--- src/rtl/fers_pkg.sv ---
package fers_pkg;
  typedef enum logic [2:0] {
    ST_IDLE    = 3'd0,
    ST_INHIBIT = 3'd1,
    ST_WAIT    = 3'd2,
    ST_PULSE   = 3'd3,
    ST_REINIT  = 3'd4,
    ST_RECOVER = 3'd5
  } fers_state_e;
endpackage

--- src/rtl/fers_bx_counter.sv ---
module fers_bx_counter #(
  parameter int BX_W = 12
) (
  input  logic            clk,
  input  logic            rst_n,
  input  logic [BX_W-1:0] orbit_len,
  input  logic [BX_W-1:0] gap_start,
  input  logic [BX_W-1:0] gap_end,
  output logic [BX_W-1:0] bx,
  output logic            in_gap
);
  logic [BX_W:0] bx_inc;

  assign bx_inc = {1'b0, bx} + (BX_W+1)'(1);
  assign in_gap = (bx >= gap_start) && (bx <= gap_end);

  always_ff @(posedge clk or negedge rst_n) begin
    if (!rst_n) begin
      bx <= '0;
    end else if (bx_inc >= {1'b0, orbit_len}) begin
      bx <= '0;
    end else begin
      bx <= bx_inc[BX_W-1:0];
    end
  end
endmodule

--- src/rtl/fers_period_timer.sv ---
module fers_period_timer #(
  parameter int PER_W = 24
) (
  input  logic             clk,
  input  logic             rst_n,
  input  logic [PER_W-1:0] period,
  output logic             tick
);
  logic [PER_W-1:0] tmr;
  logic             enabled;

  assign enabled = (period != '0);
  assign tick    = enabled && (tmr == period - 1'b1);

  always_ff @(posedge clk or negedge rst_n) begin
    if (!rst_n) begin
      tmr <= '0;
    end else if (!enabled || tick) begin
      tmr <= '0;
    end else begin
      tmr <= tmr + 1'b1;
    end
  end
endmodule

--- src/rtl/fers_fsm.sv ---
module fers_fsm
  import fers_pkg::*;
#(
  parameter int TO_W        = 16,
  parameter int CNT_W       = 16,
  parameter int INH_CYC     = 16,
  parameter int PULSE_CYC   = 4,
  parameter int REINIT_CYC  = 100,
  parameter int RECOVER_CYC = 160
) (
  input  logic            clk,
  input  logic            rst_n,
  input  logic            start_req,
  input  logic            in_gap,
  input  logic            derand_empty,
  input  logic [TO_W-1:0] timeout,
  output fers_state_e     state,
  output logic            tmo_flag,
  output logic [CNT_W-1:0] rst_cnt
);
  localparam int FIX_A   = (INH_CYC > PULSE_CYC) ? INH_CYC : PULSE_CYC;
  localparam int FIX_B   = (REINIT_CYC > RECOVER_CYC) ? REINIT_CYC : RECOVER_CYC;
  localparam int FIX_MAX = (FIX_A > FIX_B) ? FIX_A : FIX_B;
  localparam int FIX_W   = $clog2(FIX_MAX + 1);
  localparam int PH_W    = (TO_W > FIX_W) ? TO_W : FIX_W;

  fers_state_e      nxt;
  logic [PH_W-1:0]  ph;
  logic             ph_clr;
  logic             cnt_inc;
  logic             tmo_set;

  always_comb begin
    nxt     = state;
    ph_clr  = 1'b0;
    cnt_inc = 1'b0;
    tmo_set = 1'b0;
    unique case (state)
      ST_IDLE: begin
        if (start_req) begin
          nxt    = ST_INHIBIT;
          ph_clr = 1'b1;
        end
      end
      ST_INHIBIT: begin
        if (ph == PH_W'(INH_CYC - 1)) begin
          nxt    = ST_WAIT;
          ph_clr = 1'b1;
        end
      end
      ST_WAIT: begin
        if (in_gap && derand_empty) begin
          nxt     = ST_PULSE;
          ph_clr  = 1'b1;
          cnt_inc = 1'b1;
        end else if (ph == PH_W'(timeout)) begin
          nxt     = ST_IDLE;
          ph_clr  = 1'b1;
          tmo_set = 1'b1;
        end
      end
      ST_PULSE: begin
        if (ph == PH_W'(PULSE_CYC - 1)) begin
          nxt    = ST_REINIT;
          ph_clr = 1'b1;
        end
      end
      ST_REINIT: begin
        if (ph == PH_W'(REINIT_CYC - 1)) begin
          nxt    = ST_RECOVER;
          ph_clr = 1'b1;
        end
      end
      ST_RECOVER: begin
        if (ph == PH_W'(RECOVER_CYC - 1)) begin
          nxt    = ST_IDLE;
          ph_clr = 1'b1;
        end
      end
      default: begin
        nxt    = ST_IDLE;
        ph_clr = 1'b1;
      end
    endcase
  end

  always_ff @(posedge clk or negedge rst_n) begin
    if (!rst_n) begin
      state <= ST_IDLE;
    end else begin
      state <= nxt;
    end
  end

  always_ff @(posedge clk or negedge rst_n) begin
    if (!rst_n) begin
      ph <= '0;
    end else if (ph_clr) begin
      ph <= '0;
    end else if (state != ST_IDLE) begin
      ph <= ph + 1'b1;
    end
  end

  always_ff @(posedge clk or negedge rst_n) begin
    if (!rst_n) begin
      rst_cnt <= '0;
    end else if (cnt_inc && (rst_cnt != '1)) begin
      rst_cnt <= rst_cnt + 1'b1;
    end
  end

  always_ff @(posedge clk or negedge rst_n) begin
    if (!rst_n) begin
      tmo_flag <= 1'b0;
    end else if (tmo_set) begin
      tmo_flag <= 1'b1;
    end
  end
endmodule

--- src/rtl/fe_reset_sched.sv ---
module fe_reset_sched
  import fers_pkg::*;
#(
  parameter int BX_W        = 12,
  parameter int PER_W       = 24,
  parameter int TO_W        = 16,
  parameter int CNT_W       = 16,
  parameter int INH_CYC     = 16,
  parameter int PULSE_CYC   = 4,
  parameter int REINIT_CYC  = 100,
  parameter int RECOVER_CYC = 160
) (
  input  logic             clk,
  input  logic             rst_n,
  input  logic [BX_W-1:0]  cfg_orbit_len,
  input  logic [BX_W-1:0]  cfg_gap_start,
  input  logic [BX_W-1:0]  cfg_gap_end,
  input  logic [PER_W-1:0] cfg_period,
  input  logic [TO_W-1:0]  cfg_timeout,
  input  logic             req_wr,
  input  logic             derand_empty,
  output logic             trig_enable,
  output logic             fe_reset,
  output logic             busy,
  output logic             timeout_flag,
  output logic [CNT_W-1:0] reset_count,
  output logic [BX_W-1:0]  bx_pos
);
  logic        in_gap;
  logic        tick;
  fers_state_e state;

  fers_bx_counter #(.BX_W(BX_W)) u_bx (
    .clk(clk), .rst_n(rst_n), .orbit_len(cfg_orbit_len),
    .gap_start(cfg_gap_start), .gap_end(cfg_gap_end),
    .bx(bx_pos), .in_gap(in_gap)
  );

  fers_period_timer #(.PER_W(PER_W)) u_tmr (
    .clk(clk), .rst_n(rst_n), .period(cfg_period), .tick(tick)
  );

  fers_fsm #(
    .TO_W(TO_W), .CNT_W(CNT_W), .INH_CYC(INH_CYC), .PULSE_CYC(PULSE_CYC),
    .REINIT_CYC(REINIT_CYC), .RECOVER_CYC(RECOVER_CYC)
  ) u_fsm (
    .clk(clk), .rst_n(rst_n), .start_req(req_wr || tick), .in_gap(in_gap),
    .derand_empty(derand_empty), .timeout(cfg_timeout), .state(state),
    .tmo_flag(timeout_flag), .rst_cnt(reset_count)
  );

  assign trig_enable = (state == ST_IDLE);
  assign busy        = (state != ST_IDLE);
  assign fe_reset    = (state == ST_PULSE);
endmodule

--- config.mk ---
export PLATFORM = sky130hd
export DESIGN_NAME = fe_reset_sched
export DESIGN_NICKNAME = d
export VERILOG_FILES = /design/src/rtl/fers_pkg.sv /design/src/rtl/fers_bx_counter.sv /design/src/rtl/fers_period_timer.sv /design/src/rtl/fers_fsm.sv /design/src/rtl/fe_reset_sched.sv
export SDC_FILE = /design/constraint.sdc
export NUM_CORES = 1
export LEC_CHECK = 0
export BUFFER_PORTS_ARGS = -buffer_cell sky130_fd_sc_hd__buf_2
export CAP_MARGIN = 25
export CELL_PAD_IN_SITES_DETAIL_PLACEMENT = 1
export CELL_PAD_IN_SITES_GLOBAL_PLACEMENT = 2
export CORE_MARGIN = 2
export CORE_UTILIZATION = 37
export CTS_BUF_LIST = sky130_fd_sc_hd__clkbuf_4 sky130_fd_sc_hd__clkbuf_8
export DETAILED_ROUTE_END_ITERATION = 16
export GPL_TIMING_DRIVEN = 0
export PLACE_DENSITY_LB_ADDON = 0.1
export RECOVER_POWER = 100
export SYNTH_ARGS = -nofsm -noshare
export SYNTH_HDL_FRONTEND = slang
export SYNTH_SLANG_ARGS = --single-unit
--- constraint.sdc ---
create_clock -name clk -period 6.4 [get_ports clk]
set_input_delay 0 -clock clk [delete_from_list [all_inputs] [get_ports clk]]
set_output_delay 0 -clock clk [all_outputs]
set_load 0.1 [all_outputs]
* Word-level counts from Yosys, hierarchy flattened
Index checks and enable logic that the tools add are counted.
Storage, ports and cells: output and inout port bits 32, input bits 80, register bits 72
Operators by class: mux-type cells 24, eq/ne operators 18, $add $sub $neg 5, reductions and logical operators 12, magnitude comparators 3
Operators by type and width (number):
- $add A16 B1 Y16 const B | 2
- $mux W16 | 2
- $add A24 B1 Y24 const B | 1
- $eq A24 B24 Y1 | 1
- $mux W24 | 1
- $reduce_bool A24 Y1 | 1
- $sub A24 B1 Y24 const B | 1
- $mux W3 | 7
- $pmux W3 S6 | 1
- $eq A16 B16 Y1 | 1
- $eq A16 B2 Y1 const B | 1
- $eq A16 B4 Y1 const B | 1
- $eq A16 B7 Y1 const B | 1
- $eq A16 B8 Y1 const B | 1
- $ne A16 B16 Y1 const B | 1
- $add A12 B1 Y13 const B | 1
- $ge A13 B12 Y1 | 1
- $ge A12 B12 Y1 | 1
- $le A12 B12 Y1 | 1
- $mux W12 | 1
- $mux W1 | 11
- $ne A2 B1 Y1 const B | 5
- $eq A3 B2 Y1 const B | 2
- $eq A3 B3 Y1 const B | 2
- other kinds (10) | 14

* Logic depth before layout (Yosys ltp)
word-level depth 7, mapped depth 13

* Modules after synthesis
Synthesis repeated with hierarchy kept, for this count alone.
Unflattened totals: cells, all modules 616, area, all modules 5743.0 um^2
By module, submodules not included:
- fers_period_timer | instances 1, cells each 241, area an instance 2213.4 um^2
- fers_fsm | instances 1, cells each 199, area an instance 2013.2 um^2
- fers_bx_counter | instances 1, cells each 172, area an instance 1488.9 um^2
- fe_reset_sched | instances 1, cells each 4, area an instance 27.5 um^2

* Least setup slack after synthesis
No wires, ideal clock.
kind register to register, start reg u_bx.bx[2], end reg u_bx.bx[0], path buffers 0, clock period less this slack 4011 ps, data arrival time 3916 ps, stages on the path, launching flop included 12, slack 2389 ps, data required time 6305 ps, cell sequence dfrtp_1 -> nand3_1 -> nor2_1 -> and3_1 -> nand4_1 -> xnor2_1 -> ha_1 -> a21o_1 -> a21o_1 -> a2111oi_0 -> nor2_1 -> nor3b_1
On the way: word-level cells in the longest chain between the ends 3
RTL lines:
- start, declared | line fers_bx_counter.sv:9 | output logic [BX_W-1:0] bx,
- start signal, assigned | line fers_bx_counter.sv:23 | bx <= bx_inc[BX_W-1:0];
- $add A12 B1 Y13 | line fers_bx_counter.sv:14 | assign bx_inc = {1'b0, bx} + (BX_W+1)'(1);
- $ge A13 B12 Y1 | line fers_bx_counter.sv:20 | end else if (bx_inc >= {1'b0, orbit_len}) begin
- $mux W12 | line fers_bx_counter.sv:20
No other way between the ends. A chain may end at the register's enable or synchronous reset.

==> metrics.cfg <==
[cells_and_area]
nets = 888
fin_util_pct = 44.5
syn2layout_area_growth_pct = 16.6
design_area_um2 = 6480
drive_gt1_share_pct = 13.2
layout.cells.non_filler = 957

[global_route]
grt_pass1_wl_um = 26200
grt_pass1_vias = 5330
grt.total_usage_pct = 20.2
grt_max_degree = 46
grt.overflow.total = 0
antenna_found_initial = 0

[worst_setup_path]
rrSetupSlack_ns = 2.82
reg2reg_from = u_tmr.tmr[5]
path_class = in2async
end_kind = asynchronous set/reset pin
crit_slowest_cell = clkbuf_1
slowest_delay_ns = 1.86
cpMostUsedCell = clkbuf_1
path_max_fanout = 45
reg2reg_to = u_tmr.tmr[18]
cp.arrival_ns = 3.61
crit_family = buffers and inverters
worstRegToRegCells = 9
start_kind = primary input
path_cells = dlygate4sd3_1 -> clkbuf_1 -> clkbuf_1
worst-path-buf-inv = 3
crit_required_ns = 6.35

[sta]
maxClockFrequency_ghz = 0.273
tightest_slew_ns = 2.50
final-hold-violation-count = 0
setup_tns_ns = 0
fin_hold_ws_ns = 0.171
fin_crit_ns = 3.66
maxSlewViolCount = 75
fin_crit_sh_pct = 57.1
final-setup-viol-count = 0
grt_setup_unrepaired = false
relSlewSlack_pct = -66.6
fin_skew_ns = 0.0159
setup_ws_ns = 2.74

[synth]
async_reset_ff_share_pct = 100
synth.most_common_cell = dfrtp_1
synth_top_area_share_pct = 32.4
synth_area_um2 = 5560
synth_edf_count = 0
ys_types = 62
yosys_warnings = 0
synthFlopType = dfrtp_1
avgSynthCellArea_um2 = 8.64
synth_common_cells = dfrtp_1 (72), nor2_1 (65), xnor2_1 (65)
synth_area_leader_cell = dfrtp_1
seq_area_frac_synth_pct = 32.4
synth.area.top_cells = dfrtp_1 (32%), xnor2_1 (10%), ha_1 (9.2%)
netlist_instances = 644
synth_nets = 765
ys_ff_latch = 72

[floorplanning]
die_h_um = 127
die_w_um = 127
start_util_pct = 38.1
die_area_um2 = 16000
rows = 44
core_um2 = 14600
design.portCount = 112

[clock_network]
numCtsBuffers = 9
htree_levels = 3
cts_root_buf = clkbuf_8
post_cts_resized = 0
clock_latency_ns = 0.37
clock_sinks = 72
clock_path_buffers = 2
cts_tree = yes
clk_pin_slew_ns = 0.09

[placed_design]
dpl_worst_slack_ns = 2.67
placed_cells = 937
io_buffers = 108
placed_area_um2 = 6370
dp_hpwl_um = 12600
place_congestion = 0.812

[drt]
antenna_left = 0
dr.pass1.iters = 4
viasPerCell = 5.30
remaining_drc_errors = 0
wl_per_cell_um = 16.3
routed_wl_um = 15600
drt_iter0_drc = 136
vias = 5069

[hold_path]
hold_end = u_bx.bx[2]
worstHoldPathType = in2reg
hold_depth = 5
hp-start = cfg_orbit_len[5]

[power]
leakage_nw = 3.14
fin_total_pwr_mw = 1.87
power_density_nw_per_um2 = 289
peakVddDrop_uv = 280

[status]
outcome = complete, but fails checks
violations = max-capacitance violations, max-slew violations

[run]
max_cap_violations = 2

[sequential cells by signal (all words and copies together), names as in the netlist]
name,count
u_tmr.tmr,24
u_fsm.ph,16
u_fsm.rst_cnt,16
u_bx.bx,12
u_fsm.state,3
u_fsm.tmo_flag,1
[placed cells by master (no fill, tap or decap), types with 3 or more instances in the layout]
cell	synthesis	final
nor3_1	20	20
nand3b_1	4	4
o21ai_0	11	11
inv_1	49	49
a211o_1	3	3
nor3b_1	4	4
a211oi_1	3	3
or3_1	4	4
nand3_1	31	31
or4b_2	3	3
o31ai_1	4	5
xnor2_1	65	65
clkbuf_1	12	49
o21a_1	5	5
clkbuf_8	0	9
a31oi_1	3	3
dfrtp_1	72	72
inv_8	0	3
nand2b_1	9	9
and3_1	15	15
nor2b_1	4	4
xor2_1	43	43
and2_1	17	7
nand2_1	49	49
nor4_1	13	13
and2_0	0	10
nand4_1	19	19
buf_2	2	77
or4_1	6	6
a21oi_1	12	13
a2111oi_0	4	3
a21o_1	11	11
and4_1	6	6
ha_1	41	41
nor2_1	65	65
inv_6	0	3
[worst max path at each step]
stage                     startpoint             to  slack [ns]  cells past startpoint
after detailed placement  u_bx.bx[2]     u_bx.bx[0]        2.67                     11
after global routing           rst_n  u_tmr.tmr[12]        2.00                      3
after global placement    u_bx.bx[2]     u_bx.bx[0]        2.36                     11
final                          rst_n  u_tmr.tmr[13]        2.74                      3
after CTS                 u_bx.bx[2]     u_bx.bx[0]        2.61                     11
after floorplan           u_bx.bx[2]     u_bx.bx[0]        2.39                     11
[worst min-delay path: cells and delay by family]
kind,cells,cell delay (ns)
buffers and inverters,2,0.14
adder cells (fa/ha/maj),1,0.14
AO/OA/AOI/OAI,2,0.23
[repair_timing]
action	in CTS	in global routing
buffers inserted	0	0
hold buffers	2	0
endpoints found under the setup margin	0	0
endpoints found under the hold margin	74	0
[layout make-up]
cell class                      count  area (um2)
Fill cell                        1808        8100
Multi-Input combinational cell    503        3460
Sequential cell                    72        1800
Timing Repair Buffer              112         528
Tap cell                          184         230
Inverter                           50         188
Clock buffer                        9         124
Buffer                             19        81.3
Clock inverter                      7        68.8
Antenna cell                        1        2.50
[cell families after synthesis]
logic type,count (synthesis),synth area share [%]
flops,72,32.4
xor+xnor,108,17.0
buf+inv,69,5.13
mux,1,0.180
fa+ha+maj,41,9.22
compound gates,75,9.92
simple gates,278,26.2
[metal layers]
metal  GRT usage (%)  vias up  routed length (um)
met1            25.2     2492                6980
met5               0        -                   0
met4            5.30        0                 170
met3            2.45       10                 492
met2            36.7       84                7930
li1                -     2483                   -
[power by group]
part,total [mW],switching (mW),internal [mW]
sequential,0.601,0.0903,0.511
clock,0.369,0.215,0.154
combinational,0.904,0.639,0.265
total,1.87,0.944,0.930
(Power assumes the default switching activity.)
